===== config.mk =====
export PLATFORM = sky130hd
export DESIGN_NAME = sleep_ctl
export DESIGN_NICKNAME = d
export VERILOG_FILES = /design/src/rtl/sleep_pkg.sv /design/src/rtl/sleep_wake_src.sv /design/src/rtl/sleep_cnt_qual.sv /design/src/rtl/sleep_halt_tmr.sv /design/src/rtl/sleep_ctl.sv
export SDC_FILE = /design/constraint.sdc
export NUM_CORES = 1
export LEC_CHECK = 0
export BUFFER_PORTS_ARGS = -buffer_cell sky130_fd_sc_hd__buf_2
export CAP_MARGIN = 25
export CORE_AREA = 2 2 39 41
export CTS_CLUSTER_SIZE = 28
export DETAILED_ROUTE_END_ITERATION = 6
export DIE_AREA = 0 0 41 43
export MAX_ROUTING_LAYER = met4
export PLACE_DENSITY = 0.76
export SLEW_MARGIN = 20
export SYNTH_ARGS = -nofsm -noshare
export SYNTH_HDL_FRONTEND = slang
export SYNTH_SLANG_ARGS = --single-unit

===== constraint.sdc =====
create_clock -name clk -period 1.8 [get_ports clk]
set_clock_uncertainty 0.1 [all_clocks]
set_input_delay 0 -clock clk [delete_from_list [all_inputs] [get_ports clk]]
set_output_delay 0 -clock clk [all_outputs]
set_load 0.1 [all_outputs]

===== src/rtl/sleep_pkg.sv =====
package sleep_pkg;

   typedef enum logic [2:0] {
      ST_RUN    = 3'd0,
      ST_IDLE   = 3'd1,
      ST_PDOWN  = 3'd2,
      ST_WDELAY = 3'd3,
      ST_RWAKE  = 3'd4
   } slp_state_t;

   typedef struct packed {
      logic cpu;
      logic periph;
      logic osc;
   } clk_gate_t;

   // Clock gating per state: only Run clocks the CPU, only Power-down stops the oscillator
   function automatic clk_gate_t gates_for(slp_state_t s);
      clk_gate_t g;
      case (s)
         ST_RUN:   g = '{cpu: 1'b1, periph: 1'b1, osc: 1'b1};
         ST_PDOWN: g = '{cpu: 1'b0, periph: 1'b0, osc: 1'b0};
         default:  g = '{cpu: 1'b0, periph: 1'b1, osc: 1'b1};
      endcase
      return g;
   endfunction

endpackage


===== src/rtl/sleep_wake_src.sv =====
module sleep_wake_src #(
   parameter int IRQ_W = 4
) (
   input  logic [IRQ_W-1:0] irq_req,
   input  logic             ext_level,
   input  logic             pin_chg,
   input  logic             ext_rst,
   input  logic             wdt_timeout,
   input  logic             wdt_en,
   output logic             rst_wake,
   output logic             idle_wake,
   output logic             pd_cond
);

   logic any_irq;

   generate
      if (IRQ_W < 1) begin : g_bad_irq
         $error("sleep_wake_src: IRQ_W must be at least 1");
      end
      if (IRQ_W == 1) begin : g_one_irq
         assign any_irq = irq_req[0];
      end else begin : g_many_irq
         assign any_irq = |irq_req;
      end
   endgenerate

   // Reset requests: pin reset always, watchdog only when enabled
   assign rst_wake  = ext_rst | (wdt_timeout & wdt_en);
   // Asynchronous sources alive in Power-down
   assign pd_cond   = ext_level | pin_chg;
   // Idle keeps the interrupt logic clocked, so every enabled source counts
   assign idle_wake = any_irq | pd_cond;

endmodule


===== src/rtl/sleep_cnt_qual.sv =====
module sleep_cnt_qual #(
   parameter int QUAL_CYCLES = 16
) (
   input  logic clk,
   input  logic rst_n,
   input  logic clr,
   input  logic cond,
   output logic fire
);

   generate
      if (QUAL_CYCLES < 1) begin : g_bad_qual
         $error("sleep_cnt_qual: QUAL_CYCLES must be at least 1");
      end
      if (QUAL_CYCLES == 1) begin : g_direct
         assign fire = cond & ~clr;
      end else begin : g_counted
         localparam int CW = $clog2(QUAL_CYCLES);
         localparam logic [CW-1:0] LAST = CW'(QUAL_CYCLES - 1);
         logic [CW-1:0] cnt;

         assign fire = ~clr & cond & (cnt == LAST);

         always_ff @(posedge clk or negedge rst_n) begin
            if (!rst_n) begin
               cnt <= '0;
            end else if (clr || !cond || fire) begin
               cnt <= '0;
            end else begin
               cnt <= cnt + 1'b1;
            end
         end
      end
   endgenerate

endmodule


===== src/rtl/sleep_halt_tmr.sv =====
module sleep_halt_tmr #(
   parameter int HALT_CYCLES = 4
) (
   input  logic clk,
   input  logic rst_n,
   input  logic run,
   output logic done
);

   generate
      if (HALT_CYCLES < 1) begin : g_bad_halt
         $error("sleep_halt_tmr: HALT_CYCLES must be at least 1");
      end
      if (HALT_CYCLES == 1) begin : g_single
         assign done = run;
      end else begin : g_counted
         localparam int CW = $clog2(HALT_CYCLES);
         localparam logic [CW-1:0] LAST = CW'(HALT_CYCLES - 1);
         logic [CW-1:0] cnt;

         assign done = run & (cnt == LAST);

         always_ff @(posedge clk or negedge rst_n) begin
            if (!rst_n) begin
               cnt <= '0;
            end else if (!run || done) begin
               cnt <= '0;
            end else begin
               cnt <= cnt + 1'b1;
            end
         end
      end
   endgenerate

endmodule


===== src/rtl/sleep_ctl.sv =====
module sleep_ctl
   import sleep_pkg::*;
#(
   parameter int IRQ_W       = 4,
   parameter int HALT_CYCLES = 4,
   parameter int QUAL_CYCLES = 16
) (
   input  logic             clk,
   input  logic             rst_n,
   input  logic             sleep_stb,
   input  logic             sleep_en,
   input  logic             sleep_mode,
   input  logic [IRQ_W-1:0] irq_req,
   input  logic             ext_level,
   input  logic             pin_chg,
   input  logic             ext_rst,
   input  logic             wdt_timeout,
   input  logic             wdt_en,
   output logic             cpu_clk_en,
   output logic             periph_clk_en,
   output logic             osc_en,
   output logic             resume,
   output logic             wake_vec_sel
);

   slp_state_t state, state_nx;
   clk_gate_t  gates;
   logic       rst_wake, idle_wake, pd_cond;
   logic       qual_fire, halt_done;
   logic       resume_nx, vec_nx;

   sleep_wake_src #(.IRQ_W(IRQ_W)) u_src (
      .irq_req     (irq_req),
      .ext_level   (ext_level),
      .pin_chg     (pin_chg),
      .ext_rst     (ext_rst),
      .wdt_timeout (wdt_timeout),
      .wdt_en      (wdt_en),
      .rst_wake    (rst_wake),
      .idle_wake   (idle_wake),
      .pd_cond     (pd_cond)
   );

   sleep_cnt_qual #(.QUAL_CYCLES(QUAL_CYCLES)) u_qual (
      .clk   (clk),
      .rst_n (rst_n),
      .clr   (state != ST_PDOWN),
      .cond  (pd_cond),
      .fire  (qual_fire)
   );

   sleep_halt_tmr #(.HALT_CYCLES(HALT_CYCLES)) u_halt (
      .clk   (clk),
      .rst_n (rst_n),
      .run   (state == ST_WDELAY),
      .done  (halt_done)
   );

   // Next state: reset requests win over every interrupt-type wake
   always_comb begin
      state_nx  = state;
      resume_nx = 1'b0;
      case (state)
         ST_RUN: begin
            if (sleep_stb && sleep_en) begin
               state_nx = sleep_mode ? ST_PDOWN : ST_IDLE;
            end
         end
         ST_IDLE: begin
            if (rst_wake)       state_nx = ST_RWAKE;
            else if (idle_wake) state_nx = ST_WDELAY;
         end
         ST_PDOWN: begin
            if (rst_wake)       state_nx = ST_RWAKE;
            else if (qual_fire) state_nx = ST_WDELAY;
         end
         ST_WDELAY: begin
            if (rst_wake) begin
               state_nx = ST_RWAKE;
            end else if (halt_done) begin
               state_nx  = ST_RUN;
               resume_nx = 1'b1;
            end
         end
         ST_RWAKE: begin
            state_nx  = ST_RUN;
            resume_nx = 1'b1;
         end
         default: state_nx = ST_RUN;
      endcase
   end

   // Vector choice is latched when the wake path is chosen
   always_comb begin
      vec_nx = wake_vec_sel;
      if (state_nx == ST_RWAKE)                            vec_nx = 1'b1;
      else if (state_nx == ST_WDELAY && state != ST_WDELAY) vec_nx = 1'b0;
   end

   always_ff @(posedge clk or negedge rst_n) begin
      if (!rst_n) begin
         state        <= ST_RUN;
         resume       <= 1'b0;
         wake_vec_sel <= 1'b0;
      end else begin
         state        <= state_nx;
         resume       <= resume_nx;
         wake_vec_sel <= vec_nx;
      end
   end

   assign gates         = gates_for(state);
   assign cpu_clk_en    = gates.cpu;
   assign periph_clk_en = gates.periph;
   assign osc_en        = gates.osc;

endmodule


==> flow_summary_export.csv <==
group,metric,value,unit
route,drt-initial-drc-count,9,
synth,synth-edff-count,0,
grt,grt_pass1_wl,2350,um
route,routed_via_density,5.38,
run_status,status,"completed",
sta,rsz0062_at_grt,"false",
grt,track_usage,21.0,%
placed_design,io_buffers,18,
clock_network,cts.clk_slew.worst_paths,0.07,ns
setup_path,slowest_stage,"dfrtp_1",
route,drt-met1-wl,542,um
sta,finalCritPeriodShare,88.2,%
setup_path,worstSetupEndpointType,"output port",
route,drc,0,
setup_path,worst-path-max-fanout,8,
route,wl_met2,733,um
route,drt_pass1_iterations,4,
route,wl_per_cell,14.1,um
floorplan,ios,19,
power_and_ir_drop,p_leak,0.352,nW
route,ant_nets,0,
floorplan,die_h,43,um
clock_network,clock_path_buffers,2,
synth,syn-num-nets,70,
synth,syn_inst,54,
grt,grt_antenna_before_repair,0,
floorplan,core,0.00138,mm2
cells_and_area,utilization,55.9,%
synth,synth_warnings,0,
flow_run,cap_violations,0,
grt,grt_max_degree,12,
cells_and_area,layout-drive-gt1-share,34.6,%
sta,finalHoldViolCount,0,
setup_path,arrival,1.49,ns
route,vias,522,
sta,min_period,1.59,ns
setup_path,worstSetupPathType,"reg -> out",
floorplan,rows,14,
setup_path,crit_chain,"nor3_4 -> buf_2",
clock_network,ctsHoldBuffers,6,
cells_and_area,antenna_cells,0,
sta,post-route-worst-setup-slack,0.212,ns
placed_design,post-place-ws,0.292,ns
synth,ys_seq_area_share,48.7,%
cells_and_area,area_growth_syn_to_layout,36.7,%
power_and_ir_drop,vdd_drop_max,546,uV
cells_and_area,num-nets-final,98,
route,wl_met3,33,um
sta,fmax,630,MHz
floorplan,dieArea,0.00176,mm2
placed_design,hpwl,1040,um
sta,setup_viol,0,
setup_path,slowest_delay,0.49,ns
synth,synth_cell_types,25,
setup_path,critPathBufInv,1,
cells_and_area,multi_input_area,283,um2
clock_network,cts.root.buffer_cell,"clkbuf_4",
synth,avgSynthCellArea,10.5,um2
synth,syn_area,566,um2
setup_path,cp_top_family,"flip-flops",
clock_network,post-cts-setup-buffers,0,
hold_path,hold_path.class,"in -> async",
synth,async_flop_share,100,%
cells_and_area,seq_area,275,um2
power_and_ir_drop,pwr_density_cell,1050,mW/mm2
clock_network,cts_sinks,11,
sta,slew_viol_final,0,
grt,grt_pass1_vias,545,
setup_path,required,1.70,ns
floorplan,die_width,41,um
grt,overflow,0,
placed_design,finalWeightedCongestion,0.756,
power_and_ir_drop,fin_total_pwr,814,uW
clock_network,h-tree-depth,1,
sta,tns,0,ns
clock_network,cts_buffers,3,
setup_path,critPathLaunchType,"flop",
clock_network,cts_resized,0,
sta,maxSlewHeadroom,67.5,%
clock_network,clock_latency,0.27,ns
route,routed_wl,1360,um
floorplan,initial_core_util,40.9,%
sta,fin_hold_ws,0.0175,ns
synth,ys_ff_latch,11,
cells_and_area,nFillCells,120,
clock_network,cts_tree,"done",
sta,tightest_slew,0.490,ns
synth,ys.flop_type,"dfrtp_1",
route,top_layer_used,"met4",
-- metal layers --
layer / vias up / GRT usage [%]
met5: - / -
met4: 0 / 14.0
met3: 6 / 3.14
met2: 10 / 33.1
met1: 255 / 22.9
li1: 251 / -
-- registers in the layout, indices dropped and copies added (netlist names) --
register / count
u_halt.g_counted.cnt: 2
resume: 1
u_qual.g_counted.cnt: 4
wake_vec_sel: 1
state: 3
-- power by group --
part | switching, mW | total, mW | internal [mW]
logic | 0.258 | 0.335 | 0.0769
clock network | 0.0895 | 0.175 | 0.0859
registers | 0.0318 | 0.303 | 0.271
-- kinds of logic (layout without fill, tap and decap cells) --
kind of cell | Yosys count | count (layout) | synth area share, %
buf+inv | 4 | 31 | 3.32
flops | 11 | 11 | 48.7
fa+ha+maj | 2 | 2 | 4.42
xor+xnor | 1 | 1 | 1.55
simple gates | 26 | 26 | 26.5
compound gates | 10 | 10 | 15.5
-- synth_stat cells (2+ instances only) --
library cell  number  area [um2]
o211ai_1           2        15.0
nand4b_1           2        17.5
nand2_1            5        18.8
nor2_1             4        15.0
nand3_1            2        10.0
nor3_1             3        15.0
clkbuf_1           2        7.51
ha_1               2        25.0
nor2b_1            2        12.5
nand4_1            3        18.8
a21oi_1            3        15.0
dfrtp_1           11         275
-- worst paths after layout --
kind	from	endpoint	slack, ns	depth (start not counted)
setup / recovery	state[0]	cpu_clk_en	0.21	2
hold / removal	rst_n	wake_vec_sel	0.02	2
setup reg to reg	state[0]	wake_vec_sel	0.28	4
hold reg to reg	u_halt.g_counted.cnt[0]	u_halt.g_counted.cnt[0]	0.34	1
max in group asynchronous	rst_n	u_qual.g_counted.cnt[1]	1.39	2
min in group clk	irq_req[2]	state[1]	0.04	4
-- layout by cell type (no fill, tap or decap), types with 2 or more instances in the layout --
| cell type | netlist | layout |
|---|---|---|
| nor3_1 | 3 | 2 |
| nand2_1 | 5 | 5 |
| nand4b_1 | 2 | 2 |
| buf_2 | 0 | 18 |
| ha_1 | 2 | 2 |
| a21oi_1 | 3 | 3 |
| dlygate4sd3_1 | 0 | 6 |
| dfrtp_1 | 11 | 11 |
| nand4_1 | 3 | 3 |
| nor2b_1 | 2 | 2 |
| nor2_1 | 4 | 4 |
| o211ai_1 | 2 | 2 |
| clkbuf_4 | 0 | 3 |
| buf_4 | 1 | 2 |
| nand3_1 | 2 | 2 |
-- final cells by class --
type / count / area share (%)
clock buffers: 4 / 3.40
repair buffers: 26 / 21.4
flip-flops and latches: 11 / 35.6
multi-input cells: 39 / 36.6
inverters: 1 / 0.485
well taps: 16 / 2.59
-- metrics by stage --
step | std cells | area [um2]
2_1_floorplan | 54 | 587
6_report | 97 | 773
3_5_place_dp | 87 | 687
3_3_place_gp | 87 | 687
4_1_cts | 97 | 773
5_1_grt | 97 | 773
No activity file was read; power rests on OpenSTA's default activity.
